## config.mk

```make
export PLATFORM = sky130hd
export DESIGN_NAME = rfi_restore_top
export DESIGN_NICKNAME = d
export VERILOG_FILES = /design/src/rtl/rfi_pkg.sv /design/src/rtl/rfi_state_merge.sv /design/src/rtl/rfi_pc_align.sv /design/src/rtl/rfi_out_stage.sv /design/src/rtl/rfi_restore_top.sv
export SDC_FILE = /design/constraint.sdc
export NUM_CORES = 1
export LEC_CHECK = 0
export ABC_AREA = 1
export ABC_CLOCK_PERIOD_IN_PS = 1300
export BUFFER_PORTS_ARGS = -buffer_cell sky130_fd_sc_hd__buf_4
export CORE_AREA = 2 2 126 128
export CTS_CLUSTER_DIAMETER = 80
export DETAILED_ROUTE_END_ITERATION = 16
export DIE_AREA = 0 0 128 130
export GPL_TIMING_DRIVEN = 0
export PLACE_DENSITY = 0.63
export SLEW_MARGIN = 25
export SYNTH_ARGS = -nofsm -noshare
export SYNTH_HDL_FRONTEND = slang
export SYNTH_SLANG_ARGS = --single-unit
```

## constraint.sdc

```tcl
create_clock -name clk -period 1.3 [get_ports clk]
set_clock_uncertainty 0.15 [all_clocks]
set_input_delay 0.13 -clock clk [delete_from_list [all_inputs] [get_ports clk]]
set_output_delay 0.13 -clock clk [all_outputs]
set_load 0.01 [all_outputs]
```

## src/rtl/rfi_pkg.sv

```systemverilog
package rfi_pkg;

  localparam int unsigned STATE_W = 64;

  // Convert an MSB-first bit number into a vector index.
  function automatic int unsigned bidx(input int unsigned n);
    return STATE_W - 1 - n;
  endfunction

  // Mask of MSB-first bits lo..hi inclusive.
  function automatic logic [STATE_W-1:0] span(input int unsigned lo,
                                              input int unsigned hi);
    logic [STATE_W-1:0] m;
    m = '0;
    for (int unsigned n = lo; n <= hi; n++) m[bidx(n)] = 1'b1;
    return m;
  endfunction

  // Bits restored verbatim from the saved status word.
  function automatic logic [STATE_W-1:0] copy_mask();
    return span(0, 28) | span(32, 32) | span(37, 41) | span(49, 50) |
           span(52, 57) | span(60, 63);
  endfunction

  // Bits retained from the live state word.
  function automatic logic [STATE_W-1:0] keep_mask();
    return span(33, 36) | span(42, 47) | span(51, 51);
  endfunction

  // Enable bits that the problem-state bit forces high.
  function automatic logic [STATE_W-1:0] force_mask();
    return span(48, 48) | span(58, 59);
  endfunction

  localparam int unsigned PROB_BIT = 49;
  localparam int unsigned TS_LO    = 29;
  localparam int unsigned TS_HI    = 31;
  localparam logic [2:0]  TS_GUARD_CUR   = 3'b010;
  localparam logic [2:0]  TS_GUARD_SAVED = 3'b000;

  // Decide whether the transactional field keeps the live value.
  function automatic logic ts_hold(input logic [2:0] cur_ts,
                                   input logic [2:0] sv_ts);
    return (cur_ts == TS_GUARD_CUR) && (sv_ts == TS_GUARD_SAVED);
  endfunction

endpackage

```

## src/rtl/rfi_state_merge.sv

```systemverilog
module rfi_state_merge
  import rfi_pkg::*;
(
  input  logic [STATE_W-1:0] cur_i,
  input  logic [STATE_W-1:0] saved_i,
  output logic [STATE_W-1:0] merged_o,
  output logic               ts_hold_o,
  output logic               prob_force_o
);
  localparam logic [STATE_W-1:0] CPY = copy_mask();
  localparam logic [STATE_W-1:0] KEP = keep_mask();
  localparam logic [STATE_W-1:0] FRC = force_mask();
  localparam int unsigned TS_MSB_IDX = bidx(TS_LO);
  localparam int unsigned TS_LSB_IDX = bidx(TS_HI);

  logic [2:0]         cur_ts, sv_ts, ts_sel;
  logic [STATE_W-1:0] ts_part, frc_part;

  always_comb begin
    cur_ts       = cur_i[TS_MSB_IDX:TS_LSB_IDX];
    sv_ts        = saved_i[TS_MSB_IDX:TS_LSB_IDX];
    ts_hold_o    = ts_hold(cur_ts, sv_ts);
    ts_sel       = ts_hold_o ? cur_ts : sv_ts;
    prob_force_o = saved_i[bidx(PROB_BIT)];
    ts_part      = '0;
    ts_part[TS_MSB_IDX:TS_LSB_IDX] = ts_sel;
    frc_part     = (saved_i | {STATE_W{prob_force_o}}) & FRC;
    merged_o     = (saved_i & CPY) | (cur_i & KEP) | ts_part | frc_part;
  end
endmodule

```

## src/rtl/rfi_pc_align.sv

```systemverilog
module rfi_pc_align #(
  parameter int unsigned PC_W       = 64,
  parameter int unsigned ALIGN_BITS = 2
) (
  input  logic [PC_W-1:0] pc_i,
  output logic [PC_W-1:0] pc_o
);
  localparam logic [PC_W-1:0] LOW_MASK = (PC_W'(1) << ALIGN_BITS) - PC_W'(1);

  generate
    if (ALIGN_BITS == 0) begin : g_pass
      assign pc_o = pc_i;
    end else begin : g_clear
      assign pc_o = pc_i & ~LOW_MASK;
    end
  endgenerate
endmodule

```

## src/rtl/rfi_out_stage.sv

```systemverilog
module rfi_out_stage #(
  parameter int unsigned W = 64
) (
  input  logic         clk,
  input  logic         rst_n,
  input  logic         load_i,
  input  logic [W-1:0] d_i,
  output logic [W-1:0] q_o,
  output logic         vld_o
);
  always_ff @(posedge clk) begin
    if (!rst_n) begin
      q_o   <= '0;
      vld_o <= 1'b0;
    end else begin
      vld_o <= load_i;
      if (load_i) q_o <= d_i;
    end
  end
endmodule

```

## src/rtl/rfi_restore_top.sv

```systemverilog
module rfi_restore_top
  import rfi_pkg::*;
#(
  parameter int unsigned PC_W       = 64,
  parameter int unsigned ALIGN_BITS = 2
) (
  input  logic               clk,
  input  logic               rst_n,
  input  logic               start_i,
  input  logic [STATE_W-1:0] cur_state_i,
  input  logic [STATE_W-1:0] saved_status_i,
  input  logic [PC_W-1:0]    saved_pc_i,
  output logic [STATE_W-1:0] state_o,
  output logic               state_vld_o,
  output logic [PC_W-1:0]    next_pc_o,
  output logic               next_pc_vld_o
);
  logic [STATE_W-1:0] merged_w;
  logic [PC_W-1:0]    pc_aligned_w;
  logic               ts_hold_w;
  logic               prob_force_w;

  rfi_state_merge u_merge (
    .cur_i        (cur_state_i),
    .saved_i      (saved_status_i),
    .merged_o     (merged_w),
    .ts_hold_o    (ts_hold_w),
    .prob_force_o (prob_force_w)
  );

  rfi_pc_align #(.PC_W(PC_W), .ALIGN_BITS(ALIGN_BITS)) u_align (
    .pc_i (saved_pc_i),
    .pc_o (pc_aligned_w)
  );

  rfi_out_stage #(.W(STATE_W)) u_state_q (
    .clk    (clk),
    .rst_n  (rst_n),
    .load_i (start_i),
    .d_i    (merged_w),
    .q_o    (state_o),
    .vld_o  (state_vld_o)
  );

  rfi_out_stage #(.W(PC_W)) u_pc_q (
    .clk    (clk),
    .rst_n  (rst_n),
    .load_i (start_i),
    .d_i    (pc_aligned_w),
    .q_o    (next_pc_o),
    .vld_o  (next_pc_vld_o)
  );


  valid_after_start_chk: assert property (@(posedge clk) disable iff (!rst_n)
    start_i |=> (state_vld_o && next_pc_vld_o));

  valid_drop_chk: assert property (@(posedge clk) disable iff (!rst_n)
    !start_i |=> (!state_vld_o && !next_pc_vld_o));

  hold_state_chk: assert property (@(posedge clk) disable iff (!rst_n)
    !start_i |=> ($stable(state_o) && $stable(next_pc_o)));

  bit3_from_saved_chk: assert property (@(posedge clk) disable iff (!rst_n)
    start_i |=> (state_o[bidx(3)] == $past(saved_status_i[bidx(3)])));

  prob_force_chk: assert property (@(posedge clk) disable iff (!rst_n)
    (start_i && prob_force_w) |=>
      (state_o[bidx(48)] && state_o[bidx(58)] && state_o[bidx(59)]));

  ts_hold_chk: assert property (@(posedge clk) disable iff (!rst_n)
    (start_i && ts_hold_w) |=>
      (state_o[bidx(TS_LO):bidx(TS_HI)] == 3'b010));

  keep_cause_chk: assert property (@(posedge clk) disable iff (!rst_n)
    start_i |=> (state_o[bidx(33):bidx(36)] == $past(cur_state_i[bidx(33):bidx(36)])));

  generate
    if (ALIGN_BITS > 0) begin : g_align_chk

      pc_low_zero_chk: assert property (@(posedge clk) disable iff (!rst_n)
        next_pc_vld_o |-> (next_pc_o[ALIGN_BITS-1:0] == '0));

      pc_high_copy_chk: assert property (@(posedge clk) disable iff (!rst_n)
        start_i |=> (next_pc_o[PC_W-1:ALIGN_BITS] == $past(saved_pc_i[PC_W-1:ALIGN_BITS])));
    end
  endgenerate
endmodule

```

==> results of run 1 <==
-- worst min path at each step --
stage | startpoint | end | slack (ns) | cells after the start
4_1_cts | start_i | u_state_q.vld_o$_SDFF_PN0_ | 0.04 | 4
6_report | start_i | u_state_q.q_o[14]$_SDFFE_PN0P_ | 0.04 | 5
3_3_place_gp | saved_pc_i[2] | u_pc_q.q_o[2]$_SDFFE_PN0P_ | 0.17 | 3
5_1_grt | start_i | u_state_q.vld_o$_SDFF_PN0_ | 0.07 | 4
2_1_floorplan | saved_pc_i[10] | u_pc_q.q_o[10]$_SDFFE_PN0P_ | 0.08 | 2
3_5_place_dp | saved_pc_i[6] | u_pc_q.q_o[6]$_SDFFE_PN0P_ | 0.17 | 3
-- cell families after synthesis --
| family | count (synthesis) | synth area share, % |
|---|---|---|
| simple gates | 376 | 35.2 |
| flops | 127 | 57.0 |
| buf+inv | 49 | 7.04 |
| compound gates | 6 | 0.673 |
| other cells | 1 | 0.0840 |
-- placed cells by master, fill, tap and decap left out, drive strengths merged --
cell type,synthesis,final
dlygate4sd3,0,131
bufinv,0,4
nand3,122,122
buf,34,291
inv,5,7
conb,1,2
nor2,7,7
clkbuf,10,29
dfxtp,127,127
a21oi,2,2
nor3,3,3
clkinvlp,0,2
clkinv,0,5
o21ai,4,4
nand2,244,244
-- registers in the layout, indices dropped and copies added, names as in the netlist --
name and flops:
u_pc_q.q_o 62, u_state_q.vld_o 1, u_state_q.q_o 64
-- metal layers --
metal	vias to the layer above	wire length [µm]
met5	-	0
met4	0	199
met3	13	1210
met2	193	7940
met1	2344	6800
li1	2601	-
-- timing repair --
action | 4_1_cts | 5_1_grt
endpoints found under the hold margin | 126 | 0
resized for setup | 0 | 0
hold buffers | 131 | 0
-- worst max-delay path: stages (launching register included) --
cell and delay (ns):
dfxtp_1 0.32, buf_4 0.13, buf_4 0.13
-- power by group through the flow --
| stage | sequential (W) | combinational [W] | clock, W |
|---|---|---|---|
| 4_1_cts | 0.00425 | 0.00162 | 0.00522 |
| 3_3_place_gp | 0.00433 | 0.00129 | 0 |
| 5_1_grt | 0.00428 | 0.00176 | 0.00539 |
| 6_report | 0.00425 | 0.00163 | 0.00510 |
| 3_5_place_dp | 0.00433 | 0.00130 | 0 |
| 2_1_floorplan | 0.00444 | 0.000386 | 0 |
-- area by class of cell --
cell class	count	area (µm²)
fill	1393	6840
timing repair buffer	388	3240
sequential	127	2540
multi-input combinational	384	1610
clock buffer	19	453
buffer	44	293
tap	192	240
clock inverter	13	185
inverter	5	21.3
-- per-stage QoR --
| stage | power, W | cells |
|---|---|---|
| global route | 0.0114 | 1172 |
| floorplan | 0.00482 | 560 |
| global placement | 0.00562 | 1009 |
| detailed placement | 0.00563 | 1009 |
| CTS | 0.0111 | 1172 |
| finish | 0.0110 | 1172 |
==> run_results.csv, run 1 <==
group,metric,value,unit
clocking,cts_buffer_depth,2,
placement,gp_congestion,0.749,
run,cap_violations,0,
sta,hold_slack,0.0443,ns
die,num_rows,46,
layout,nets,1162,
setup_path,reg2reg_depth,2,
synth,ys_seq_elements,127,
clocking,cts_sinks,127,
die,pin_count,325,
route,drcViolationCount,0,
synth,yosysSeqAreaShare,57.0,%
sta,setup_viol,0,
setup_path,timing.critical_path.from,"u_state_q.vld_o$_SDFF_PN0_",
setup_path,critical_path.endpoint,"state_vld_o",
layout,diodes,0,
setup_path,critPathArrivalTime,0.98,ns
synth,synth_most_common_cell,"nand2_1",
clocking,htree_levels,4,
clocking,post-cts-setup-buffer-count,0,
synth,ys.flop_type,"dfxtp_1",
global_route,grt_util_met2,33.1,%
sta,fin_tns_setup,0,ns
synth,synth_common_cells,"nand2_1 (243), dfxtp_1 (127), nand3_1 (122)",
setup_path,timing.rr.start,"u_state_q.q_o[34]$_SDFFE_PN0P_",
power,p_sw,0.00260,W
die,die_w,128,µm
power,power_density,1280,nW/µm²
synth,yosysWarnings,0,
sta,relSlewSlack,65.3,%
synth,synth_top_cell_by_area,"dfxtp_1",
sta,fmax,796,MHz
setup_path,r2r_slack,0.48,ns
setup_path,cp_max_fo,2,
setup_path,critPathLaunchType,"flop",
sta,fin_ws,0.0438,ns
die,start_util,28.9,%
synth,synth_cell_types,17,
layout,area_growth,92.4,%
setup_path,cp-end-kind,"output port",
setup_path,worstReg2RegEnd,"u_state_q.q_o[34]$_SDFFE_PN0P_",
layout,drive_gt1_share,33.4,%
route,drt_pass1_iterations,4,
sta,rsz0062_at_grt,"no",
placement,placed_cell_area,6640,µm²
power,leakage,4.43,nW
route,wl_per_cell,13.8,µm
route,vias_per_cell,4.40,
global_route,grt-ovfl-total,0,
synth,synth.avg_cell_area,7.98,µm²
global_route,use_met3,6.23,%
die,die_h,130,µm
global_route,top_usage_layer,"met2",
route,antenna_left,0,
status,status,"finished clean",
power,p_int,0.00839,W
sta,tightest_slew,0.521,ns
global_route,track_usage,19.1,%
setup_path,criticalPathCategory,"reg -> out",
synth,async_reset_ff_share,0,%
clocking,cts_root_buffer,"clkbuf_16",
route,finalWirelength,16200,µm
route,detail_route.iter0.violations,179,
sta,finalCriticalPeriod,1.26,ns
global_route,grt_pass1_wl,25000,µm
power,pwr-share-clk,46.5,%
placement,portBuffers,257,
synth,syn_area,4460,µm²
placement,dpl.hpwl,10600,µm
worst_hold_path,holdCritPathClass,"in -> reg",
clocking,clk_pin_slew,0.06,ns
layout,final_area,8590,µm²
global_route,grt_max_degree,17,
die,coreArea,15400,µm²
power,comb_power_share,14.8,%
power,pwr-share-seq,38.7,%
synth,synth_top_cell_area_share,57.0,%
synth,synth_edf_count,0,
clocking,cts_tree,"yes",
global_route,grtUsageMet1,22.3,%
power,ir_worst_vdd,874,µV
sta,hold_viol_final,0,
power,switching_share,23.6,%
clocking,clock_latency,0.40,ns
synth,ys_top_cells_by_area,"dfxtp_1 (57%), nand2_1 (20%), nand3_1 (14%), buf_6 (3.0%), buf_2 (2.0%)",
layout,utilization,55.7,%
placement,pre_cts_ws,0.0105,ns
die,die_area,16600,µm²
clocking,cts_inserted_buffers,17,
setup_path,cp.required,1.02,ns
global_route,antenna_found_initial,0,
route,vias,5151,
sta,fin_crit_sh,96.6,%
synth,syn_inst,559,
global_route,grt_pass1_vias,5024,
sta,maxSlewViolCount,0,
(Power assumes the default switching activity.)
==> inputs of run 2 (changes only) <==
==> constraint.sdc (replaced) <==
create_clock -name clk -period 1.3 [get_ports clk]
set_clock_uncertainty 0.15 [all_clocks]
set_input_delay 0.195 -clock clk [delete_from_list [all_inputs] [get_ports clk]]
set_output_delay 0.195 -clock clk [all_outputs]
set_load 0.01 [all_outputs]
==> run 2 against run 1 <==
Compared with the run above:
- critical path depth down 1
- clock-buffer cell count is the same
- worst hold slack lost 0.012 ns
- sequential cell count is the same
- non-clock buffer count decreased by 2
- fmax grew 0.36%
- sequential power about the same
- utilization is 0.081 points lower
- clock power about the same
- critical path type unchanged
- critical endpoint is now state_o[6]
- highest routed layer unchanged
==> run_results.csv, run 2 (synthesis gave the netlist of run 1 again) <==
group,metric,value,unit
layout,nets,1160,
clocking,clock_latency,0.40,ns
global_route,grt_util_met2,33.2,%
global_route,grt_pass1_vias,5033,
setup_path,critPathMaxStageDelay,0.36,ns
status,status,"finished clean",
layout,diodes,0,
power,power_density,1280,nW/µm²
sta,maxSlewViolCount,0,
global_route,use_met3,6.15,%
run,cap_violations,0,
setup_path,r2r_slack,0.47,ns
global_route,grt_max_degree,17,
worst_hold_path,holdCritPathClass,"in -> reg",
setup_path,cp_max_fo,2,
layout,multi_input_area,1610,µm²
clocking,post-cts-setup-buffer-count,0,
layout,final_area,8570,µm²
sta,fin_ws,0.0483,ns
route,antenna_left,0,
sta,tightest_slew,0.516,ns
worst_hold_path,hold_depth,5,
setup_path,critPathLaunchType,"flop",
route,wl_per_cell,13.8,µm
layout,area_growth,92.1,%
layout,final_common_cell,"buf_4",
global_route,top_usage_layer,"met2",
clocking,clk_pin_slew,0.06,ns
setup_path,cp-end-kind,"output port",
setup_path,timing.rr.start,"u_state_q.q_o[34]$_SDFFE_PN0P_",
die,start_util,28.9,%
setup_path,critPathArrivalTime,0.91,ns
die,num_rows,46,
clocking,cts_buffer_depth,2,
route,vias,5158,
route,drcViolationCount,0,
placement,dpl.hpwl,10600,µm
layout,largest_register,"u_state_q.q_o",
setup_path,criticalPathCategory,"reg -> out",
layout,largest_reg_flops,64,
setup_path,path_depth,1,
die,pin_count,325,
sta,relSlewSlack,65.6,%
placement,portBuffers,257,
setup_path,cp_top_family,"flip-flops",
route,vias_per_cell,4.41,
clocking,htree_levels,4,
worst_hold_path,holdPathEnd,"u_state_q.q_o[33]$_SDFFE_PN0P_",
placement,placed_cell_area,6640,µm²
die,die_h,130,µm
placement,gp_congestion,0.749,
route,finalWirelength,16200,µm
sta,fmax,799,MHz
die,die_area,16600,µm²
sta,rsz0062_at_grt,"no",
clocking,cts_inserted_buffers,17,
placement,dp.cells,1009,
setup_path,crit_slowest_cell,"dfxtp_1",
global_route,antenna_found_initial,0,
layout,fillers,1401,
power,ir_worst_vdd,876,µV
power,leakage,4.42,nW
layout,layout_common_cells,"buf_4 (259), nand2_1 (243), dlygate4sd3_1 (130), dfxtp_1 (126), nand3_1 (122)",
power,power.total,0.0110,W
setup_path,worstReg2RegEnd,"u_state_q.q_o[34]$_SDFFE_PN0P_",
setup_path,reg2reg_depth,2,
setup_path,path_cells,"buf_4",
layout,utilization,55.6,%
route,detail_route.iter0.violations,206,
layout,top_regs,"u_state_q.q_o (64), u_pc_q.q_o (62), u_state_q.vld_o (1)",
sta,fin_crit_sh,96.3,%
layout,drive_gt1_share,33.4,%
clocking,cts_root_buffer,"clkbuf_16",
global_route,grtUsageMet1,22.4,%
placement,pre_cts_ws,-0.0545,ns
die,die_w,128,µm
die,coreArea,15400,µm²
global_route,grt-ovfl-total,0,
route,drt_pass1_iterations,5,
worst_hold_path,min-delay-start,"cur_state_i[33]",
setup_path,path_buf_inv,1,
sta,setup_viol,0,
clocking,cts_tree,"yes",
layout,fin_cells,1170,
sta,finalCriticalPeriod,1.25,ns
layout,register_area,2540,µm²
global_route,grt_pass1_wl,25000,µm
sta,hold_viol_final,0,
clocking,cts_sinks,127,
global_route,track_usage,19.1,%
setup_path,cp.required,0.95,ns
-- run 2: cell type report --
cell class | instances | share of cell area [%]
timing repair buffer | 387 | 37.7
sequential | 127 | 29.7
clock inverter | 13 | 2.16
buffer | 43 | 3.33
clock buffer | 19 | 5.28
inverter | 5 | 0.248
multi-input combinational | 384 | 18.8
tap | 192 | 2.80
-- run 2: power by group --
part	internal, W	switching (W)	total [W]	leakage (nW)
Clock	0.00332	0.00179	0.00511	0.310
Sequential	0.00413	0.000125	0.00426	1.05
Combinational	0.000937	0.000686	0.00162	3.06
-- run 2: worst max-delay path by stage --
stage,from,endpoint
2_1_floorplan,rst_n,u_pc_q.q_o[16]$_SDFFE_PN0P_
3_3_place_gp,start_i,u_pc_q.q_o[44]$_SDFFE_PN0P_
3_5_place_dp,start_i,u_pc_q.q_o[43]$_SDFFE_PN0P_
4_1_cts,u_state_q.q_o[38]$_SDFFE_PN0P_,state_o[38]
5_1_grt,u_state_q.q_o[38]$_SDFFE_PN0P_,state_o[38]
6_report,u_state_q.q_o[6]$_SDFFE_PN0P_,state_o[6]
-- run 2: routing by layer --
metal	part of all wire, %	wire, µm
met1	42	6820
met2	49	7930
met3	7.5	1210
met4	1.2	199
met5	0	0
-- run 2: per-stage QoR --
step | hold slack (ns) | setup TNS (ns)
6_report | 0.0326 | 0
5_1_grt | 0.0593 | 0
2_1_floorplan | 0.148 | 0
4_1_cts | 0.00728 | 0
3_5_place_dp | 0.235 | -0.428
3_3_place_gp | 0.232 | -0.248
-- run 2: repair_timing --
action	in CTS	in global routing
resized for setup	2	0
hold endpoints to repair	126	0
hold buffers	130	0
setup endpoints to repair	1	0
==> inputs of run 3 (changes only) <==
--- a/config.mk
+++ b/config.mk
@@ -5,15 +5,13 @@
 export SDC_FILE = /design/constraint.sdc
 export NUM_CORES = 1
 export LEC_CHECK = 0
-export ABC_AREA = 1
 export ABC_CLOCK_PERIOD_IN_PS = 1300
 export BUFFER_PORTS_ARGS = -buffer_cell sky130_fd_sc_hd__buf_4
-export CORE_AREA = 2 2 126 128
+export CORE_AREA = 2 2 125 127
 export CTS_CLUSTER_DIAMETER = 80
 export DETAILED_ROUTE_END_ITERATION = 16
-export DIE_AREA = 0 0 128 130
+export DIE_AREA = 0 0 127 129
 export GPL_TIMING_DRIVEN = 0
-export PLACE_DENSITY = 0.63
 export SLEW_MARGIN = 25
 export SYNTH_ARGS = -nofsm -noshare
 export SYNTH_HDL_FRONTEND = slang
==> run 3 against run 2 <==
Compared with the run above:
- sequential cell count unchanged
- critical endpoint is now next_pc_o[20]
- largest power group unchanged
- clock power decreased by 5.3%
- setup slack got worse by 0.010 ns
- global-route usage decreased by 1.3 points
- worst hold slack improved by 0.071 ns
==> run_results.csv, run 3 <==
group,metric,value,unit
clocking,cts_inserted_buffers,17,
global_route,grt_pass1_wl,22700,µm
route,detail_route.iter0.violations,93,
layout,final_common_cell,"buf_4",
layout,area_growth,82.9,%
synth,syn_area,4870,µm²
synth,syn_inst,419,
sta,hold_viol_final,0,
die,pin_count,325,
sta,rsz0062_at_grt,"no",
setup_path,crit_slowest_cell,"dfxtp_1",
power,power_density,1220,nW/µm²
sta,maxSlewViolCount,0,
route,finalWirelength,14700,µm
setup_path,critPathArrivalTime,0.92,ns
synth,synth_common_cells,"dfxtp_1 (127), mux2i_1 (122), nor2b_1 (122)",
setup_path,cp_top_family,"flip-flops",
clocking,clk_pin_slew,0.05,ns
setup_path,critPathLaunchType,"flop",
route,vias,4337,
power,leakage,4.26,nW
clocking,clock_latency,0.41,ns
placement,dpl.hpwl,10200,µm
sta,fin_tns_setup,0,ns
placement,pre_cts_ws,-0.210,ns
setup_path,critPathMaxStageDelay,0.37,ns
global_route,antenna_found_initial,0,
global_route,grt_max_degree,17,
clocking,cts_root_buffer,"clkbuf_16",
clocking,cts_sinks,127,
sta,fin_ws,0.0383,ns
layout,drive_gt1_share,36.5,%
setup_path,timing.rr.start,"u_state_q.q_o[12]$_SDFFE_PN0P_",
worst_hold_path,min-delay-start,"start_i",
synth,async_reset_ff_share,0,%
setup_path,cp.required,0.95,ns
setup_path,cp_max_fo,2,
status,status,"finished clean",
sta,finalCriticalPeriod,1.26,ns
placement,gp_congestion,0.731,
route,antenna_left,0,
global_route,grt-ovfl-total,0,
sta,hold_slack,0.104,ns
synth,ys.flop_type,"dfxtp_1",
die,die_w,127,µm
setup_path,reg2reg_depth,2,
synth,yosysWarnings,0,
die,coreArea,15000,µm²
worst_hold_path,hold_depth,3,
clocking,cts_tree,"yes",
clocking,post-cts-setup-buffer-count,0,
route,vias_per_cell,4.24,
layout,top_regs,"u_state_q.q_o (64), u_pc_q.q_o (62), u_state_q.vld_o (1)",
layout,largest_reg_flops,64,
synth,synth_top_cell_by_area,"dfxtp_1",
layout,nets,1017,
run,cap_violations,0,
synth,synth_top_cell_area_share,52.2,%
layout,diodes,0,
clocking,htree_levels,4,
synth,ys_top_cells_by_area,"dfxtp_1 (52%), mux2i_1 (25%), nor2b_1 (16%), buf_8 (2.8%), buf_4 (1.2%)",
sta,setup_viol,0,
die,die_area,16400,µm²
die,start_util,32.5,%
setup_path,r2r_slack,0.48,ns
route,drcViolationCount,0,
global_route,grt_pass1_vias,4563,
setup_path,path_depth,1,
synth,synth.avg_cell_area,11.6,µm²
setup_path,criticalPathCategory,"reg -> out",
placement,portBuffers,257,
clocking,cts_buffer_depth,2,
synth,synth_cell_types,14,
sta,fmax,793,MHz
setup_path,worstReg2RegEnd,"u_state_q.q_o[12]$_SDFFE_PN0P_",
power,ir_worst_vdd,692,µV
setup_path,cp-end-kind,"output port",
synth,synth_edf_count,0,
worst_hold_path,holdPathEnd,"u_state_q.q_o[33]$_SDFFE_PN0P_",
die,die_h,129,µm
synth,yosysSeqAreaShare,52.2,%
synth,synth_most_common_cell,"dfxtp_1",
layout,layout_common_cells,"buf_4 (263), dlygate4sd3_1 (127), dfxtp_1 (126), mux2i_1 (122), nor2b_1 (122)",
setup_path,path_buf_inv,1,
worst_hold_path,holdCritPathClass,"in -> reg",
route,drt_pass1_iterations,4,
global_route,track_usage,17.7,%
synth,ys_seq_elements,127,
layout,largest_register,"u_state_q.q_o",
setup_path,path_cells,"buf_4",
sta,fin_crit_sh,97.1,%
die,num_rows,45,
route,wl_per_cell,14.4,µm
==> run 3: cell count changes in the layout (fill, tap and decap cells not counted), sizes merged, moves of 2 or more <==
cell | previous run | this run
nor2b | 0 | 122
clkinv | 5 | 3
clkbuf | 29 | 37
clkinvlp | 2 | 0
inv | 7 | 0
nand2 | 244 | 0
nor2 | 7 | 5
a21oi | 2 | 4
buf | 290 | 276
dlygate4sd3 | 130 | 127
nand3 | 122 | 0
mux2i | 0 | 122
nor3 | 3 | 0
==> run 3: cell type report <==
class / instances / area [µm²]
clock inverter: 6 / 105
sequential: 127 / 2540
timing repair buffer: 384 / 3200
clock buffer: 25 / 495
buffer: 31 / 263
tap: 188 / 235
fill: 1234 / 6070
multi-input combinational: 261 / 2060
==> run 3: per-stage QoR <==
stage               total power [W]  utilization (%)  std cells  instance area, µm²
floorplan                   0.00500                -        420                4880
global placement            0.00577             47.0        865                7040
detailed placement          0.00580             47.0        865                7040
CTS                          0.0110             59.5       1022                8910
global route                 0.0113             59.5       1022                8910
finish                       0.0109             59.5       1022                8910
==> run 3: timing repair <==
action                                  in CTS  in global routing
endpoints found under the setup margin       1                  0
endpoints found under the hold margin      126                  0
resized for setup                            2                  0
hold buffers                               127                  0
==> run 3: worst register-to-register path: cells and delay by family, from the launching register on <==
kind | cells | cell delay, ns
flip-flops | 1 | 0.32
multiplexers | 1 | 0.18
AND/OR/NAND/NOR | 1 | 0.07
==> run 3: worst max path at each step <==
stage	start	to	slack, ns
6_report	u_pc_q.q_o[20]$_SDFFE_PN0P_	next_pc_o[20]	0.04
5_1_grt	u_pc_q.q_o[20]$_SDFFE_PN0P_	next_pc_o[20]	0.008
4_1_cts	u_pc_q.q_o[20]$_SDFFE_PN0P_	next_pc_o[20]	0.002
3_5_place_dp	rst_n	u_state_q.q_o[28]$_SDFFE_PN0P_	-0.21
3_3_place_gp	rst_n	u_state_q.q_o[29]$_SDFFE_PN0P_	-0.17
2_1_floorplan	start_i	u_pc_q.q_o[26]$_SDFFE_PN0P_	0.21
==> run 3: cell families (layout without fill, tap and decap cells) <==
family	Yosys count	count (layout)	synth area share (%)
other	1	2	0.0770
multiplexers	122	122	25.1
buffers and inverters	32	446	5.55
flip-flops	127	127	52.2
AND/OR/NAND/NOR	128	128	16.2
AO/OA/AOI/OAI	9	9	0.950
==> run 3: report_power, final <==
group / switching, W / internal, W / leakage, nW / total (W)
registers: 0.000130 / 0.00413 / 1.05 / 0.00426
logic: 0.000658 / 0.00111 / 2.92 / 0.00177
clock network: 0.00164 / 0.00320 / 0.297 / 0.00484
==> run 3: per-layer routing <==
layer | part of all wire [%] | global-route usage [%] | routed length [µm] | vias up
met3 | 8.0 | 6.69 | 1180 | 21
met4 | 1.6 | 6.40 | 232 | 0
met2 | 50 | 31.4 | 7410 | 169
met1 | 40 | 19.5 | 5880 | 1959
li1 | - | - | - | 2188
met5 | 0 | 0 | 0 | -
